==> config.mk <==
export PLATFORM = sky130hd
export DESIGN_NAME = asram_ctrl
export DESIGN_NICKNAME = d
export VERILOG_FILES = /design/src/rtl/asram_pkg.sv /design/src/rtl/asram_timer.sv /design/src/rtl/asram_lane.sv /design/src/rtl/asram_seq.sv /design/src/rtl/asram_ctrl.sv
export SDC_FILE = /design/constraint.sdc
export NUM_CORES = 1
export LEC_CHECK = 0
export ABC_AREA = 1
export BUFFER_PORTS_ARGS = -buffer_cell sky130_fd_sc_hd__buf_4
export CORE_MARGIN = 2
export CORE_UTILIZATION = 43
export CTS_CLUSTER_SIZE = 40
export DETAILED_ROUTE_END_ITERATION = 6
export PLACE_DENSITY_LB_ADDON = 0.15
export RECOVER_POWER = 50
export SETUP_SLACK_MARGIN = 0.02
export SLEW_MARGIN = 30
export SYNTH_ARGS = -nofsm -noshare
export SYNTH_HDL_FRONTEND = slang
export SYNTH_SLANG_ARGS = --single-unit
==> constraint.sdc <==
create_clock -name clk -period 1.4 [get_ports clk]
set_input_delay 0.14 -clock clk [delete_from_list [all_inputs] [get_ports clk]]
set_output_delay 0.14 -clock clk [all_outputs]
set_load 0.005 [all_outputs]
==> src/rtl/asram_pkg.sv <==
package asram_pkg;

   typedef enum logic [2:0] {
      ST_IDLE,
      ST_WSET,
      ST_WOFF,
      ST_WDRV,
      ST_RACC,
      ST_TURN,
      ST_NULL
   } asram_state_e;

   function automatic int imax(input int a, input int b);
      return (a > b) ? a : b;
   endfunction

endpackage

==> src/rtl/asram_timer.sv <==
module asram_timer #(
   parameter int CW = 4
) (
   input  logic          clk,
   input  logic          rst_n,
   input  logic          load,
   input  logic [CW-1:0] load_val,
   output logic          done
);
   logic [CW-1:0] cnt_q;

   always_ff @(posedge clk or negedge rst_n) begin
      if (!rst_n)               cnt_q <= '0;
      else if (load)            cnt_q <= load_val;
      else if (cnt_q != '0)     cnt_q <= cnt_q - 1'b1;
   end

   assign done = (cnt_q == '0);
endmodule

==> src/rtl/asram_lane.sv <==
module asram_lane #(
   parameter int LW = 8
) (
   input  logic          clk,
   input  logic          rst_n,
   input  logic          sel,
   input  logic          active,
   input  logic [LW-1:0] wbyte,
   input  logic [LW-1:0] rbyte_in,
   input  logic          clr,
   input  logic          cap,
   output logic          be_n,
   output logic [LW-1:0] dq_byte,
   output logic [LW-1:0] rbyte_q
);
   assign be_n    = !(active && sel);
   assign dq_byte = wbyte;

   always_ff @(posedge clk or negedge rst_n) begin
      if (!rst_n)    rbyte_q <= '0;
      else if (clr)  rbyte_q <= '0;
      else if (cap)  rbyte_q <= sel ? rbyte_in : '0;
   end
endmodule

==> src/rtl/asram_seq.sv <==
module asram_seq
   import asram_pkg::*;
#(
   parameter int LANES = 2,
   parameter int T_ASU = 1,
   parameter int T_OFF = 1,
   parameter int T_WP  = 1,
   parameter int T_RD  = 2,
   parameter int T_TA  = 1
) (
   input  logic             clk,
   input  logic             rst_n,
   input  logic             req_valid,
   input  logic             req_write,
   input  logic [LANES-1:0] req_mask,
   output logic             req_ready,
   output logic             accept,
   output logic             rd_cap,
   output logic             rsp_valid,
   output logic             ce_n,
   output logic             we_n,
   output logic             oe_n,
   output logic             dq_oe
);
   localparam int T_MAX = imax(imax(T_ASU, T_OFF), imax(imax(T_WP, T_RD), T_TA));
   localparam int CW    = $clog2(T_MAX) + 1;

   asram_state_e state_q, nxt;
   logic          tload, tdone;
   logic [CW-1:0] tval;

   asram_timer #(.CW(CW)) u_timer (
      .clk(clk), .rst_n(rst_n), .load(tload), .load_val(tval), .done(tdone)
   );

   assign accept = req_valid && req_ready;

   always_comb begin
      nxt    = state_q;
      tload  = 1'b0;
      tval   = '0;
      rd_cap = 1'b0;
      unique case (state_q)
         ST_IDLE: if (accept) begin
            tload = 1'b1;
            if (req_mask == '0)  nxt = ST_NULL;
            else if (req_write) begin nxt = ST_WSET; tval = CW'(T_ASU - 1); end
            else                 begin nxt = ST_RACC; tval = CW'(T_RD - 1);  end
         end
         ST_WSET: if (tdone) begin nxt = ST_WOFF; tload = 1'b1; tval = CW'(T_OFF - 1); end
         ST_WOFF: if (tdone) begin nxt = ST_WDRV; tload = 1'b1; tval = CW'(T_WP - 1);  end
         ST_WDRV: if (tdone) nxt = ST_IDLE;
         ST_RACC: if (tdone) begin
            nxt = ST_TURN; tload = 1'b1; tval = CW'(T_TA - 1); rd_cap = 1'b1;
         end
         ST_TURN: if (tdone) nxt = ST_IDLE;
         ST_NULL: nxt = ST_IDLE;
         default: nxt = ST_IDLE;
      endcase
   end

   // strobes are registered from the next state so the pads see flop outputs
   always_ff @(posedge clk or negedge rst_n) begin
      if (!rst_n) begin
         state_q   <= ST_IDLE;
         req_ready <= 1'b1;
         rsp_valid <= 1'b0;
         ce_n      <= 1'b1;
         we_n      <= 1'b1;
         oe_n      <= 1'b1;
         dq_oe     <= 1'b0;
      end else begin
         state_q   <= nxt;
         req_ready <= (nxt == ST_IDLE);
         rsp_valid <= rd_cap || (accept && !req_write && req_mask == '0);
         ce_n      <= !(nxt inside {ST_WSET, ST_WOFF, ST_WDRV, ST_RACC});
         we_n      <= !(nxt inside {ST_WOFF, ST_WDRV});
         oe_n      <= !(nxt == ST_RACC);
         dq_oe     <= (nxt == ST_WDRV);
      end
   end

   a_r7_busy_after_accept: assert property (@(posedge clk) disable iff (!rst_n)
      accept |=> !req_ready);
   a_r5_single_pulse: assert property (@(posedge clk) disable iff (!rst_n)
      rsp_valid |=> !rsp_valid);
endmodule

==> src/rtl/asram_ctrl.sv <==
module asram_ctrl
   import asram_pkg::*;
#(
   parameter int ADDR_W = 18,
   parameter int LANE_W = 8,
   parameter int LANES  = 2,
   parameter int T_ASU  = 1,
   parameter int T_OFF  = 1,
   parameter int T_WP   = 1,
   parameter int T_RD   = 2,
   parameter int T_TA   = 1,
   localparam int DATA_W = LANE_W * LANES
) (
   input  logic              clk,
   input  logic              rst_n,
   input  logic              req_valid,
   output logic              req_ready,
   input  logic              req_write,
   input  logic [ADDR_W-1:0] req_addr,
   input  logic [DATA_W-1:0] req_wdata,
   input  logic [LANES-1:0]  req_mask,
   output logic              rsp_valid,
   output logic [DATA_W-1:0] rsp_rdata,
   output logic [ADDR_W-1:0] ram_addr,
   output logic              ram_ce_n,
   output logic              ram_we_n,
   output logic              ram_oe_n,
   output logic [LANES-1:0]  ram_be_n,
   output logic [DATA_W-1:0] ram_dq_out,
   output logic              ram_dq_oe,
   input  logic [DATA_W-1:0] ram_dq_in
);
   generate
      if (LANES < 1 || LANE_W < 1) begin : g_bad_shape
         $error("asram_ctrl: LANES and LANE_W must be positive");
      end
      if (T_ASU < 1 || T_OFF < 1 || T_WP < 1 || T_RD < 1 || T_TA < 1) begin : g_bad_timing
         $error("asram_ctrl: every timing parameter must be at least one cycle");
      end
   endgenerate

   logic              accept, rd_cap;
   logic [ADDR_W-1:0] addr_q;
   logic [DATA_W-1:0] wdata_q;
   logic [LANES-1:0]  mask_q;

   asram_seq #(
      .LANES(LANES), .T_ASU(T_ASU), .T_OFF(T_OFF), .T_WP(T_WP),
      .T_RD(T_RD), .T_TA(T_TA)
   ) u_seq (
      .clk(clk), .rst_n(rst_n), .req_valid(req_valid), .req_write(req_write),
      .req_mask(req_mask), .req_ready(req_ready), .accept(accept),
      .rd_cap(rd_cap), .rsp_valid(rsp_valid), .ce_n(ram_ce_n),
      .we_n(ram_we_n), .oe_n(ram_oe_n), .dq_oe(ram_dq_oe)
   );

   always_ff @(posedge clk or negedge rst_n) begin
      if (!rst_n) begin
         addr_q  <= '0;
         wdata_q <= '0;
         mask_q  <= '0;
      end else if (accept) begin
         addr_q  <= req_addr;
         wdata_q <= req_wdata;
         mask_q  <= req_mask;
      end
   end

   assign ram_addr = addr_q;

   for (genvar i = 0; i < LANES; i++) begin : g_lane
      asram_lane #(.LW(LANE_W)) u_lane (
         .clk(clk), .rst_n(rst_n), .sel(mask_q[i]), .active(!ram_ce_n),
         .wbyte(wdata_q[i*LANE_W +: LANE_W]),
         .rbyte_in(ram_dq_in[i*LANE_W +: LANE_W]),
         .clr(accept), .cap(rd_cap),
         .be_n(ram_be_n[i]),
         .dq_byte(ram_dq_out[i*LANE_W +: LANE_W]),
         .rbyte_q(rsp_rdata[i*LANE_W +: LANE_W])
      );
   end

   a_r3_no_drive_with_oe: assert property (@(posedge clk) disable iff (!rst_n)
      ram_dq_oe |-> (ram_oe_n && !ram_we_n));
   a_r3_turnoff_first: assert property (@(posedge clk) disable iff (!rst_n)
      (!ram_we_n && $past(ram_we_n)) |-> !ram_dq_oe);
   a_r3_release_on_rise: assert property (@(posedge clk) disable iff (!rst_n)
      (ram_we_n && $past(!ram_we_n)) |-> !ram_dq_oe);
   a_r6_oe_gap: assert property (@(posedge clk) disable iff (!rst_n)
      $past(!ram_oe_n) |-> !ram_dq_oe);
   a_r4_lane_selected: assert property (@(posedge clk) disable iff (!rst_n)
      !ram_we_n |-> (ram_be_n != '1));
   a_r9_idle_deselect: assert property (@(posedge clk) disable iff (!rst_n)
      req_ready |-> ram_ce_n);
   a_r10_addr_steady: assert property (@(posedge clk) disable iff (!rst_n)
      (!ram_ce_n && $past(!ram_ce_n)) |-> ($stable(ram_addr) && $stable(ram_be_n)));
endmodule

---- Word-level counts from Yosys, hierarchy flattened ----
Cells that the tools add are included.
storage, ports and cells
  register bits after elaboration ......... 63
  input bits .............................. 56
  output and inout bits ................... 58
operators by class
  add/subtract/negate cells ............... 1
  equal/unequal tests ..................... 9
  mux-type cells .......................... 24
  reductions and logical operators ........ 24
operator list
  operator               count
  $mux W8                6
  $mux W3                7
  $pmux W3 S5            1
  $eq A3 B2 Y1 const B   4
  $mux W2                5
  $eq A3 B3 Y1 const B   3
  $reduce_bool A2 Y1     4
  $logic_not A1 Y1       7
  $eq A3 B1 Y1 const B   2
  $logic_not A3 Y1       2
  $logic_and A1 B1 Y1    5
  $logic_not A2 Y1       2
  $mux W1                4
  $reduce_bool A4 Y1     1
  $reduce_or A3 Y1       1
  $pmux W1 S2            1
  $reduce_or A2 Y1       1
  $sub A2 B1 Y2 const B  1
  $logic_or A1 B1 Y1     1

---- Logic depth before layout (Yosys ltp) ----
Gate-level depths: netlist of the first run.
  word-level depth ........................ 7
  gate-level depth with buffers ........... 10

---- Hierarchy ----
A second synthesis of the first run with hierarchy kept.
second synthesis, totals
  cell total of the unflattened synthesis .. 323
  area, all modules ....................... 2900.3 um2
by module, submodules not included
  module       times used  cells each  area each (um2)
  asram_ctrl   1           153         1422.6
  asram_lane   2           45          420.4
  asram_seq    1           63          516.7
  asram_timer  1           17          120.1

---- Least setup slack after synthesis of the first run ----
Ideal clock, no wire load.
  kind .................................... register to register
  start ................................... register u_seq.req_ready
  end ..................................... register u_seq.ce_n
  library setup time ...................... 77 ps
  arrival ................................. 1240 ps
  slack ................................... 84 ps
  cell stages (with the launch flop) ...... 9
  period minus slack after synthesis ...... 1316 ps
  cell sequence ........................... dfstp_2 > nand2_1 > inv_2 > buf_2 > nand3_2 > nor2_2 > nor2_4 > nand3_1 > nand2_1
between the ends
  cells in the longest elaborated chain, start to end .. 6
  elaborated cells on any way between the ends .. 9
  those cells by class .................... eq/ne (4); mux (2); reduce/logical (3)
ends and longest elaborated chain
  what                                  line             RTL
  start, declared                       asram_seq.sv:16  output logic req_ready,
  start signal, assigned                asram_seq.sv:74  req_ready <= (nxt == ST_IDLE);
  $logic_and A1 B1 Y1 *                 asram_seq.sv:36  assign accept = req_valid && req_ready;
  $mux W3 *                             asram_seq.sv:44  ST_IDLE: if (accept) begin
  $pmux W3 S5 *                         asram_seq.sv:43  unique case (state_q)
  $eq A3 B1 Y1 (tied with other cells)  asram_seq.sv:76  ce_n <= !(nxt inside {ST_WSET, ST_WOFF, ST_WDRV, ST_RACC});
  $reduce_bool A4 Y1 *                  asram_seq.sv:76
  $logic_not A1 Y1 *                    asram_seq.sv:76
  end signal, assigned                  asram_seq.sv:76
  end, declared                         asram_seq.sv:20  output logic ce_n,
Every way passes the cells marked *; elsewhere a longest branch is shown, timed or not.
A chain may end at the register's enable or synchronous reset.

---- Final worst setup path of the first run ----
  start ................................... register u_seq.u_timer.cnt_q[0]
  end ..................................... register u_seq.u_timer.cnt_q[0]
between the ends
  cells in the longest elaborated chain, start to end .. 4
  elaborated cells on any way between the ends .. 8
  those cells by class .................... add/sub (1); mux (4); reduce/logical (3)
ends and longest elaborated chain
  what                                           line                                               RTL
  start, declared                                asram_timer.sv:10                                  logic [CW-1:0] cnt_q;
  start signal, assigned                         asram_timer.sv:14                                  else if (load) cnt_q <= load_val;
  start signal, assigned                         asram_timer.sv:15                                  else if (cnt_q != '0) cnt_q <= cnt_q - 1'b1;
  $logic_not A2 Y1                               asram_timer.sv:18                                  assign done = (cnt_q == '0);
  $mux W1                                        asram_seq.sv:50, asram_seq.sv:51, asram_seq.sv:53
  $pmux W1 S2                                    asram_seq.sv:43
  $mux W2 or $reduce_bool A2 Y1 (tied branches)  -
Parallel ways exist; a longest one is shown, timed or not. The select of a mux whose other input is x is not followed.

==> impl_metrics.tcl, run 1 <==
set metrics [dict create \
    timing.final.crit_period_ns 1.37 \
    relSlewSlack 0.444 \
    setup_ws_ns 0.0337 \
    clk_pin_slew_ns 0.06 \
    fin_crit_share 0.976 \
    cts_sinks 63 \
    tritoncts.num_buffers 9 \
    detail_route.vias_per_cell 4.60 \
    cp_cell_sequence "inv_2, ha_4, inv_4, nor2_4, nand3_2, nand3_2, o21bai_1, nand2_1, inv_2" \
    gr-usage-all-layers 0.206 \
    required_ns 1.62 \
    syn2layout_area_growth_pct 57.7 \
    global_route_wire_length_before_repair_mm 11.4 \
    cts.path.max_buffers 2 \
    setup_repair_after_global_routing_missed_its_margin "yes" \
    clock.fmax_ghz 0.732 \
    hold_class "in2reg" \
    syn_area_um2 2710 \
    dpl_cell_area_um2 3640 \
    drv_slew 0 \
    syn_area_per_cell_um2 9.04 \
    layout.cell_area.non_filler_um2 4280 \
    crit_path_start_kind "flop" \
    pre_cts_slack_ns -0.00314 \
    arrival_ns 1.59 \
    synth.yosys.warnings 0 \
    design.die.area_um2 6960 \
    width_of_the_die_um 83.4 \
    pwr_density_cell_nw_per_um2 1860 \
    grt-ovfl-total 0 \
    synth_seq_area_share 0.583 \
    worstSetupEndpointType "flop" \
    whs_ns 0.0157 \
    finalPower_mw 7.97 \
    detail-route-antenna-nets 0 \
    drt_drc_violations_left 0 \
    criticalPathCategory "reg2reg" \
    dp_cells 481 \
    max-vdd-ir-drop_mv 1.11 \
    hold_viol 0 \
    cells_after_synthesis 300 \
    grt_start_max_net_pins 33 \
    diodes 0 \
    finalSetupViolCount 0 \
    clock_tree.htree_level_count 3 \
    root_buffer "sky130_fd_sc_hd__clkbuf_8" \
    first_pass_iters 7 \
    skew_ns 0.00555 \
    fraction_of_layout_instances_using_a_drive_strength_above_1 0.412 \
    detail_route.iter0.violations 65 \
    initial_utilization 0.453 \
    top_level_ports 114 \
    dp_hpwl_mm 4.42 \
    cts_tree "yes" \
    layout.cells.most_common_list "sky130_fd_sc_hd__nand2_1, sky130_fd_sc_hd__buf_4, sky130_fd_sc_hd__dfrtp_1" \
    final_cell_count_no_fill 531 \
    worst_slew_pin_slew_ns 0.834 \
    most_frequent_standard_cell_in_the_layout_excluding_fill_and_tap_cells "sky130_fd_sc_hd__nand2_1" \
    rows 28 \
    core-area_um2 5990 \
    antenna_found_initial 0 \
    post_synthesis_register_bit_count 63 \
    synth.lib_cells_used.distinct 25 \
    dieHeight_um 83.4 \
    timing.critical_path.slowest_stage_cell "sky130_fd_sc_hd__dfrtp_1" \
    max-cap-violations 0 \
    critPathMaxStageDelay_ns 0.38 \
    place.gp.congestion 0.892 \
    synth_nets 357 \
    total_leakage_power_nw 2.32 \
    critical_path_peak_fanout 5 \
    drt_wl_total_mm 6.97 \
    grt_pass1_vias 2457 \
    numPortBuffers 113 \
    nets 508 \
    status "complete, no violations" \
    drt-wirelength-per-cell_um 13.1 \
    clock_latency_ns 0.33 \
    vias 2442 \
]
-- sequential cells by signal, summed over array words and instances (netlist names) --
name,cells
u_seq.dq_oe,1
g_lane.u_lane.rbyte_q,16
u_seq.ce_n,1
mask_q,2
u_seq.u_timer.cnt_q,2
u_seq.state_q,3
wdata_q,16
ram_addr,18
u_seq.we_n,1
u_seq.oe_n,1
u_seq.req_ready,1
u_seq.rsp_valid,1
-- worst max-delay path: cells and delay by family, from the launching register on --
| kind | cells | cell delay, ns |
|---|---|---|
| DFF | 1 | 0.38 |
| and+or+nand+nor | 4 | 0.34 |
| buffers and inverters | 3 | 0.19 |
| adders and majority gates | 1 | 0.18 |
| AOI/OAI and AO/OA | 1 | 0.17 |
-- final cells by class --
type	instances	area, um^2
multi-input cells	191	998
repair buffers	154	1250
flip-flops and latches	63	1580
fillers	455	1710
inverters	32	130
clock buffers	13	159
well taps	75	93.8
clock inverters	3	65.1
-- where the power goes --
part           leakage, nW  total (mW)  internal [mW]  switching [mW]
logic                 1.40        3.17           1.54            1.63
clock network        0.114        1.77           1.10           0.671
registers            0.799        3.03           2.54           0.486
total                 2.32        7.97           5.18            2.78
-- layer usage --
metal	routed length (um)	part of all wire	vias to the layer above	track usage
met5	0	0	-	0
met4	95	0.014	0	0.0745
met3	393	0.056	11	0.0567
met2	3660	0.53	79	0.349
met1	2820	0.40	1129	0.251
li1	-	-	1223	-
-- per-stage QoR --
stage               utilization  TNS [ns]
finish                    0.714         0
global route              0.714   -0.0258
CTS                       0.701         0
detailed placement        0.608  -0.00314
global placement          0.608         0
floorplan                     -         0
-- cell usage after synthesis, drive strengths merged --
cell type	number	area [um^2]
a21oi	1	5.00
buf	11	67.6
clkbuf	3	11.3
clkinv	1	8.76
dfrtp	59	1480
dfstp	4	105
ha	1	12.5
inv	31	116
nand2	127	477
nand3	28	188
nand4	1	6.26
nor2	12	65.1
o21ai	18	150
o21bai	1	7.51
o31ai	2	15.0
-- cells by family (layout without fill, tap and decap cells) --
logic type,count (synthesis),in the layout,synth area share
AND/OR/NAND/NOR,168,168,0.271
flip-flops,63,63,0.583
buffers and inverters,46,202,0.0752
AO/OA/AOI/OAI,22,22,0.0655
adder cells (fa/ha/maj),1,1,0.00461
-- repair_timing --
| item | CTS | global route |
|---|---|---|
| pin swaps | 0 | 4 |
| setup endpoints to repair | 3 | 5 |
| hold endpoints to repair | 58 | 0 |
| hold buffers | 32 | 0 |
| gates resized for setup | 3 | 21 |
| buffers inserted | 0 | 2 |
-- path summary, 6_finish.rpt --
| path | start | to | cells after the start | slack (ns) |
|---|---|---|---|---|
| max | u_seq.u_timer.cnt_q[0]$_DFFE_PN0P_ | u_seq.u_timer.cnt_q[0]$_DFFE_PN0P_ | 9 | 0.03 |
| min in group asynchronous | rst_n | u_seq.rsp_valid$_DFF_PN0_ | 2 | 0.44 |
| min | req_wdata[10] | wdata_q[10]$_DFFE_PN0N_ | 3 | 0.02 |
| max reg2reg | u_seq.u_timer.cnt_q[0]$_DFFE_PN0P_ | u_seq.u_timer.cnt_q[0]$_DFFE_PN0P_ | 9 | 0.03 |
| min reg2reg | ram_addr[2]$_DFFE_PN0N_ | ram_addr[2]$_DFFE_PN0N_ | 2 | 0.48 |
| max in group asynchronous | rst_n | g_lane[1].u_lane.rbyte_q[4]$_DFFE_PN0P_ | 3 | 0.30 |
Note: power is estimated with default switching activity, not from simulation.
==> run 2: changes to the inputs <==
--- a/config.mk
+++ b/config.mk
@@ -8,7 +8,7 @@
 export ABC_AREA = 1
 export BUFFER_PORTS_ARGS = -buffer_cell sky130_fd_sc_hd__buf_4
 export CORE_MARGIN = 2
-export CORE_UTILIZATION = 43
+export CORE_UTILIZATION = 44
 export CTS_CLUSTER_SIZE = 40
 export DETAILED_ROUTE_END_ITERATION = 6
 export PLACE_DENSITY_LB_ADDON = 0.15
@@ -17,4 +17,5 @@
 export SLEW_MARGIN = 30
 export SYNTH_ARGS = -nofsm -noshare
 export SYNTH_HDL_FRONTEND = slang
+export SYNTH_HIERARCHICAL = 1
 export SYNTH_SLANG_ARGS = --single-unit
==> run 2 against run 1 <==
  * Sequential share of layout area up 0.82 points
  * Clock skew grew 0.0016 ns
  * Flip-flop and latch count unchanged
  * Via count grew 4.4%
  * Area after synthesis rose by 7.0%
  * Clock power shrank 21%
  * Combinational power decreased by 8.5%
  * Non-clock buffer count is 12 lower
  * Synthesized cell count rose by 7.7%
  * Largest cell class unchanged
==> impl_metrics.tcl, run 2 <==
set metrics [dict create \
    place.gp.congestion 0.867 \
    drt-wirelength-per-cell_um 13.8 \
    total_leakage_power_nw 2.28 \
    fin_crit_share 0.983 \
    arrival_ns 1.60 \
    synth.yosys.warnings 6 \
    worstSetupEndpointType "flop" \
    hold_viol 0 \
    r2r_end "g_lane[0].u_lane/rbyte_q[7]$_DFFE_PN0P_" \
    cp_cell_sequence "nor2_2, nand2_1, nor2_4, buf_12, nor2_8, nand2_2, nand2_1" \
    design.die.area_um2 7260 \
    syn2layout_area_growth_pct 44.3 \
    post-synth-top-area-fraction 0.509 \
    synth.most_common_cell "sky130_fd_sc_hd__nand2_1" \
    root_buffer "sky130_fd_sc_hd__clkbuf_8" \
    initial_utilization 0.457 \
    dp_hpwl_mm 4.70 \
    worst_path_dominant_cell_family "simple AND/OR/NAND/NOR gates" \
    critical_path_buf_inv_count 1 \
    drv_slew 0 \
    cells_after_synthesis 323 \
    postSynth.topFlopCell "sky130_fd_sc_hd__dfrtp_1" \
    whs_ns 0.0140 \
    max_reg_flops 18 \
    rows 29 \
    drt_wl_total_mm 7.35 \
    status "complete, no violations" \
    hold_class "in2reg" \
    synth_largest_area_cell "sky130_fd_sc_hd__dfrtp_1" \
    holdPathStages 3 \
    drt_drc_violations_left 0 \
    numPortBuffers 113 \
    synth_seq_area_share 0.545 \
    layout.cell_area.non_filler_um2 4180 \
    syn_area_per_cell_um2 8.98 \
    required_ns 1.62 \
    finalCoreUtilization 0.659 \
    critPathMaxStageDelay_ns 0.43 \
    layout.cells.most_common_list "sky130_fd_sc_hd__nand2_1, sky130_fd_sc_hd__buf_4, sky130_fd_sc_hd__dfrtp_1" \
    antenna_found_initial 0 \
    setup_repair_after_global_routing_missed_its_margin "yes" \
    criticalPathCategory "reg2reg" \
    worst_slew_pin_slew_ns 0.851 \
    synth_enable_flop_cells 0 \
    synth.lib_cells_used.distinct 25 \
    synth_nets 380 \
    clock_latency_ns 0.34 \
    cts_tree "yes" \
    grt-ovfl-total 0 \
    timing.final.crit_period_ns 1.38 \
    max-cap-violations 0 \
    gr-usage-all-layers 0.208 \
    clock.fmax_ghz 0.726 \
    final.fill_count 546 \
    cts_sinks 63 \
    finalSetupViolCount 0 \
    clock_tree.htree_level_count 3 \
    dieHeight_um 85.2 \
    pwr_density_cell_nw_per_um2 1720 \
    diodes 0 \
    post_synthesis_register_bit_count 63 \
    cts.path.max_buffers 2 \
    clk_pin_slew_ns 0.07 \
    tritoncts.num_buffers 9 \
    fraction_of_layout_instances_using_a_drive_strength_above_1 0.441 \
    timing.critical_path.slowest_stage_cell "sky130_fd_sc_hd__dfrtp_1" \
    grt_pass1_vias 2435 \
    core-area_um2 6350 \
    max-vdd-ir-drop_mv 1.01 \
    first_pass_iters 4 \
    synth.top_cells.by_count "sky130_fd_sc_hd__nand2_1, sky130_fd_sc_hd__dfrtp_1, sky130_fd_sc_hd__buf_4" \
    dpl_cell_area_um2 3680 \
    syn_area_um2 2900 \
    width_of_the_die_um 85.2 \
    skew_ns 0.00718 \
    cp_common_cell "sky130_fd_sc_hd__nand2_1" \
    relSlewSlack 0.433 \
    nets 506 \
    multi_input_comb_area_um2 1060 \
    timing.setup.tns_ns 0 \
    top_level_ports 114 \
    detail-route-antenna-nets 0 \
    vias 2549 \
    detail_route.vias_per_cell 4.80 \
    timing.hold.worst_endpoint "wdata_q[1]$_DFFE_PN0P_" \
    crit_path_start_kind "flop" \
    synth_area_leaders "sky130_fd_sc_hd__dfrtp_1, sky130_fd_sc_hd__nand2_1, sky130_fd_sc_hd__buf_4" \
    most_frequent_standard_cell_in_the_layout_excluding_fill_and_tap_cells "sky130_fd_sc_hd__nand2_1" \
    r2r_start "u_seq/state_q[0]$_DFF_PN0_" \
    synthArstFlopShare 1.00 \
    reg2reg_setup_slack_ns 0.02 \
    grt_start_max_net_pins 37 \
    sequential_cell_area_um2 1580 \
    detail_route.iter0.violations 100 \
    reg2reg_depth 7 \
    hold_path.startpoint "req_wdata[1]" \
    critical_path_peak_fanout 8 \
    global_route_wire_length_before_repair_mm 11.8 \
]
## run 2: cell types whose count changed in the layout (fill, tap and decap cells not counted), sizes merged, moves of 2 or more
| cell | previous run | this run |
|---|---|---|
| bufinv | 2 | 0 |
| o21ai | 18 | 4 |
| nand2 | 127 | 170 |
| dlygate4sd3 | 32 | 14 |
| o31ai | 2 | 0 |
| nand4 | 1 | 16 |
| nand3 | 28 | 9 |
| nor2 | 12 | 8 |
| nor3 | 0 | 2 |
| inv | 31 | 18 |
| clkbuf | 43 | 35 |
| buf | 92 | 107 |
## run 2: how the worst max path moves through the flow
| stage | endpoint | depth (start not counted) | from | slack [ns] |
|---|---|---|---|---|
| 4_1_cts | g_lane[1].u_lane/rbyte_q[0]$_DFFE_PN0P_ | 7 | u_seq/u_timer/cnt_q[0]$_DFFE_PN0P_ | 0.02 |
| 3_3_place_gp | u_seq/u_timer/cnt_q[1]$_DFFE_PN0P_ | 8 | u_seq/state_q[1]$_DFF_PN0_ | -0.0003 |
| 3_5_place_dp | g_lane[0].u_lane/rbyte_q[4]$_DFFE_PN0P_ | 8 | u_seq/u_timer/cnt_q[0]$_DFFE_PN0P_ | -0.04 |
| 5_1_grt | g_lane[1].u_lane/rbyte_q[7]$_DFFE_PN0P_ | 7 | u_seq/state_q[0]$_DFF_PN0_ | -0.05 |
| 6_report | g_lane[0].u_lane/rbyte_q[7]$_DFFE_PN0P_ | 7 | u_seq/state_q[0]$_DFF_PN0_ | 0.02 |
| 2_1_floorplan | g_lane[0].u_lane/rbyte_q[0]$_DFFE_PN0P_ | 8 | u_seq/u_timer/cnt_q[0]$_DFFE_PN0P_ | 0.05 |
## run 2: through the flow
| stage | power, mW | setup slack (ns) | instances |
|---|---|---|---|
| after detailed placement | 5.53 | -0.0433 | 491 |
| after global placement | 5.47 | -0.000311 | 491 |
| after CTS | 7.10 | 0.0210 | 525 |
| after global routing | 7.70 | -0.0479 | 531 |
| final | 7.19 | 0.0234 | 531 |
| after floorplan | 4.58 | 0.0507 | 323 |
## run 2: layout make-up
cell class,instances,area share
multi-input combinational,214,0.253
timing repair buffer,142,0.283
tap,77,0.0230
clock inverter,1,0.00120
clock buffer,15,0.0398
sequential,63,0.379
inverter,19,0.0206
## run 2: cells by family after synthesis
kind of cell             count (synthesis)  share of synthesized area
other                                    1                    0.00129
adder cells (fa/ha/maj)                  1                    0.00431
flip-flops                              63                      0.545
buffers and inverters                   46                      0.110
AND/OR/NAND/NOR                        205                      0.325
AO/OA/AOI/OAI                            7                     0.0134
## run 2: worst register-to-register path, stage by stage, from the launching register on
cell and delay [ns]:
sky130_fd_sc_hd__dfrtp_1 0.43, sky130_fd_sc_hd__nor2_2 0.14, sky130_fd_sc_hd__nand2_1 0.11, sky130_fd_sc_hd__nor2_4 0.24
sky130_fd_sc_hd__buf_12 0.18, sky130_fd_sc_hd__nor2_8 0.05, sky130_fd_sc_hd__nand2_2 0.06, sky130_fd_sc_hd__nand2_1 0.05
## run 2: timing repair
action / CTS / global route
pin swaps: 1 / 5
endpoints found under the setup margin: 40 / 51
hold endpoints to repair: 42 / 0
gates resized for setup: 5 / 22
setup buffers: 2 / 5
gates cloned: 2 / 1
hold buffers: 14 / 0
## run 2: per-layer routing
metal | GRT usage | share of wire | vias up | routed length [um]
met3 | 0.0457 | 0.045 | 17 | 329
met2 | 0.342 | 0.52 | 63 | 3840
met5 | 0 | 0 | - | 0
met1 | 0.264 | 0.41 | 1222 | 2990
met4 | 0.0924 | 0.025 | 0 | 185
li1 | - | - | 1247 | -
## run 2: report_power, final
group	total (mW)	switching (mW)	internal, mW
Sequential	2.89	0.436	2.45
Clock	1.40	0.658	0.741
Combinational	2.90	1.44	1.46
==> run 3: changes to the inputs <==
--- a/config.mk
+++ b/config.mk
@@ -9,9 +9,10 @@
 export BUFFER_PORTS_ARGS = -buffer_cell sky130_fd_sc_hd__buf_4
 export CORE_MARGIN = 2
 export CORE_UTILIZATION = 44
+export CTS_BUF_LIST = sky130_fd_sc_hd__clkbuf_16
 export CTS_CLUSTER_SIZE = 40
 export DETAILED_ROUTE_END_ITERATION = 6
-export PLACE_DENSITY_LB_ADDON = 0.15
+export PLACE_DENSITY = 0.77
 export RECOVER_POWER = 50
 export SETUP_SLACK_MARGIN = 0.02
 export SLEW_MARGIN = 30
==> run 3 against run 2 <==
  * Hold slack improved by 0.0075 ns
  * Critical path depth increased by 1
  * Sequential share of layout area increased by 0.63 points
  * Global-route usage decreased by 1.8 points
  * Sequential power about the same
  * Count of clock-buffer cells in the layout decreased by 6
  * Cell count decreased by 3.0%
  * Final area decreased by 1.6%
==> impl_metrics.tcl, run 3 (synthesis results as in run 2) <==
set metrics [dict create \
    dieHeight_um 85.2 \
    dp_hpwl_mm 4.77 \
    diodes 0 \
    max-cap-violations 0 \
    fraction_of_layout_instances_using_a_drive_strength_above_1 0.441 \
    finalPower_mw 8.03 \
    routed-wl-met2_mm 3.72 \
    pre_cts_slack_ns -0.0298 \
    critPathMaxStageDelay_ns 0.46 \
    drv_slew 0 \
    tritoncts.num_buffers 9 \
    grt-ovfl-total 0 \
    finalSetupViolCount 0 \
    detail_route.iter0.violations 101 \
    setup_ws_ns 0.0505 \
    place.gp.congestion 0.922 \
    dpl_cell_area_um2 3680 \
    hold_class "in2reg" \
    core-area_um2 6350 \
    setup_repair_after_global_routing_missed_its_margin "yes" \
    finalCoreUtilization 0.649 \
    drt-wirelength-per-cell_um 13.6 \
    cp_cell_sequence "buf_4, nor2_4, nand2_2, nor3_2, nand2_1, o21ai_0, nand2_1, nand2_1" \
    power_frac_clock 0.282 \
    dp_cells 491 \
    whs_ns 0.0215 \
    clk_pin_slew_ns 0.05 \
    grt_start_max_net_pins 37 \
    detail-route-antenna-nets 0 \
    timing.setup.tns_ns 0 \
    cts_tree "yes" \
    status "complete, no violations" \
    grt_pass1_vias 2331 \
    final_cell_count_no_fill 515 \
    cts.path.max_buffers 2 \
    topRoutingLayerUsed "met4" \
    clock.fmax_ghz 0.741 \
    initial_utilization 0.457 \
    met3_wire_length_um 278 \
    timing.critical_path.slowest_stage_cell "sky130_fd_sc_hd__dfrtp_2" \
    clock_latency_ns 0.32 \
    timing.final.crit_period_ns 1.35 \
    share_comb_of_total_power 0.357 \
    design.die.area_um2 7260 \
    cp_common_cell "sky130_fd_sc_hd__nand2_1" \
    global_route_wire_length_before_repair_mm 11.0 \
    arrival_ns 1.60 \
    top_level_ports 114 \
    worstSetupEndpointType "flop" \
    layout.cells.most_common_list "sky130_fd_sc_hd__nand2_1, sky130_fd_sc_hd__buf_4, sky130_fd_sc_hd__dfrtp_1" \
    vias 2439 \
    drt_drc_violations_left 0 \
    root_buffer "sky130_fd_sc_hd__clkbuf_16" \
    net_load_switching_power_mw 2.63 \
    gr-usage-all-layers 0.190 \
    syn2layout_area_growth_pct 42.0 \
    internal_power_component_mw 5.40 \
    total_leakage_power_nw 2.26 \
    clock_tree.htree_level_count 3 \
    nets 490 \
    detail_route.vias_per_cell 4.74 \
    required_ns 1.65 \
    critical_path_peak_fanout 6 \
    numPortBuffers 113 \
    pwr-share-seq 0.361 \
    switching_share 0.327 \
    fin_crit_share 0.964 \
    skew_ns 0.00509 \
    antenna_found_initial 0 \
    max_reg_flops 18 \
    first_pass_iters 4 \
    width_of_the_die_um 85.2 \
    drt_wl_total_mm 7.02 \
    max-vdd-ir-drop_mv 1.34 \
    most_frequent_standard_cell_in_the_layout_excluding_fill_and_tap_cells "sky130_fd_sc_hd__nand2_1" \
    crit_path_start_kind "flop" \
    criticalPathCategory "reg2reg" \
    m1WireLength_mm 2.87 \
    layout.cell_area.non_filler_um2 4120 \
    rows 29 \
    pwr_density_cell_nw_per_um2 1950 \
    relSlewSlack 0.512 \
    hold_viol 0 \
    worst_slew_pin_slew_ns 0.733 \
    critical_path_buf_inv_count 1 \
    worst_path_dominant_cell_family "simple AND/OR/NAND/NOR gates" \
    cts_sinks 63 \
]
-- run 3: tightest hold or removal path: cells and delay by family --
kind                   cells  cell delay [ns]
AND/OR/NAND/NOR            2             0.09
buffers and inverters      1             0.07
-- run 3: path summary, 6_finish.rpt --
kind | start | to | slack [ns] | cells past startpoint
setup / recovery | u_seq/state_q[2]$_DFF_PN0_ | u_seq/u_timer/cnt_q[0]$_DFFE_PN0P_ | 0.05 | 8
hold / removal | req_addr[11] | ram_addr[11]$_DFFE_PN0P_ | 0.02 | 3
setup reg to reg | u_seq/state_q[2]$_DFF_PN0_ | u_seq/u_timer/cnt_q[0]$_DFFE_PN0P_ | 0.05 | 8
hold reg to reg | ram_addr[14]$_DFFE_PN0P_ | ram_addr[14]$_DFFE_PN0P_ | 0.47 | 2
max in group asynchronous | rst_n | ram_addr[17]$_DFFE_PN0P_ | 0.23 | 3
min in group asynchronous | rst_n | g_lane[0].u_lane/rbyte_q[4]$_DFFE_PN0P_ | 0.41 | 2
-- run 3: per-layer routing --
metal | vias up | GRT usage
met1 | 1157 | 0.238
met4 | 0 | 0.0765
met3 | 12 | 0.0477
met5 | - | 0
li1 | 1211 | -
met2 | 59 | 0.317
-- run 3: what timing repair did --
item                       CTS  global route
setup endpoints to repair   18            58
cloned                       0             1
gates resized for setup      0            32
hold endpoints to repair    25             0
setup buffers                0             6
hold buffers                 1             0
pin swaps                    0             4
-- run 3: cell type report --
class / instances / area, um^2
fill: 536 / 2230
sequential: 63 / 1590
multi-input combinational: 214 / 1070
timing repair buffer: 126 / 973
clock buffer: 9 / 225
tap: 77 / 96.3
inverter: 19 / 91.3
clock inverter: 7 / 80.1
-- run 3: power by group through the flow --
stage          registers (mW)  clock network, mW  logic, mW
2_1_floorplan            2.81                  0       1.77
6_report                 2.90               2.27       2.86
3_3_place_gp             2.87                  0       2.56
5_1_grt                  2.99               2.40       3.22
4_1_cts                  2.86               2.30       2.65
3_5_place_dp             2.89                  0       2.63
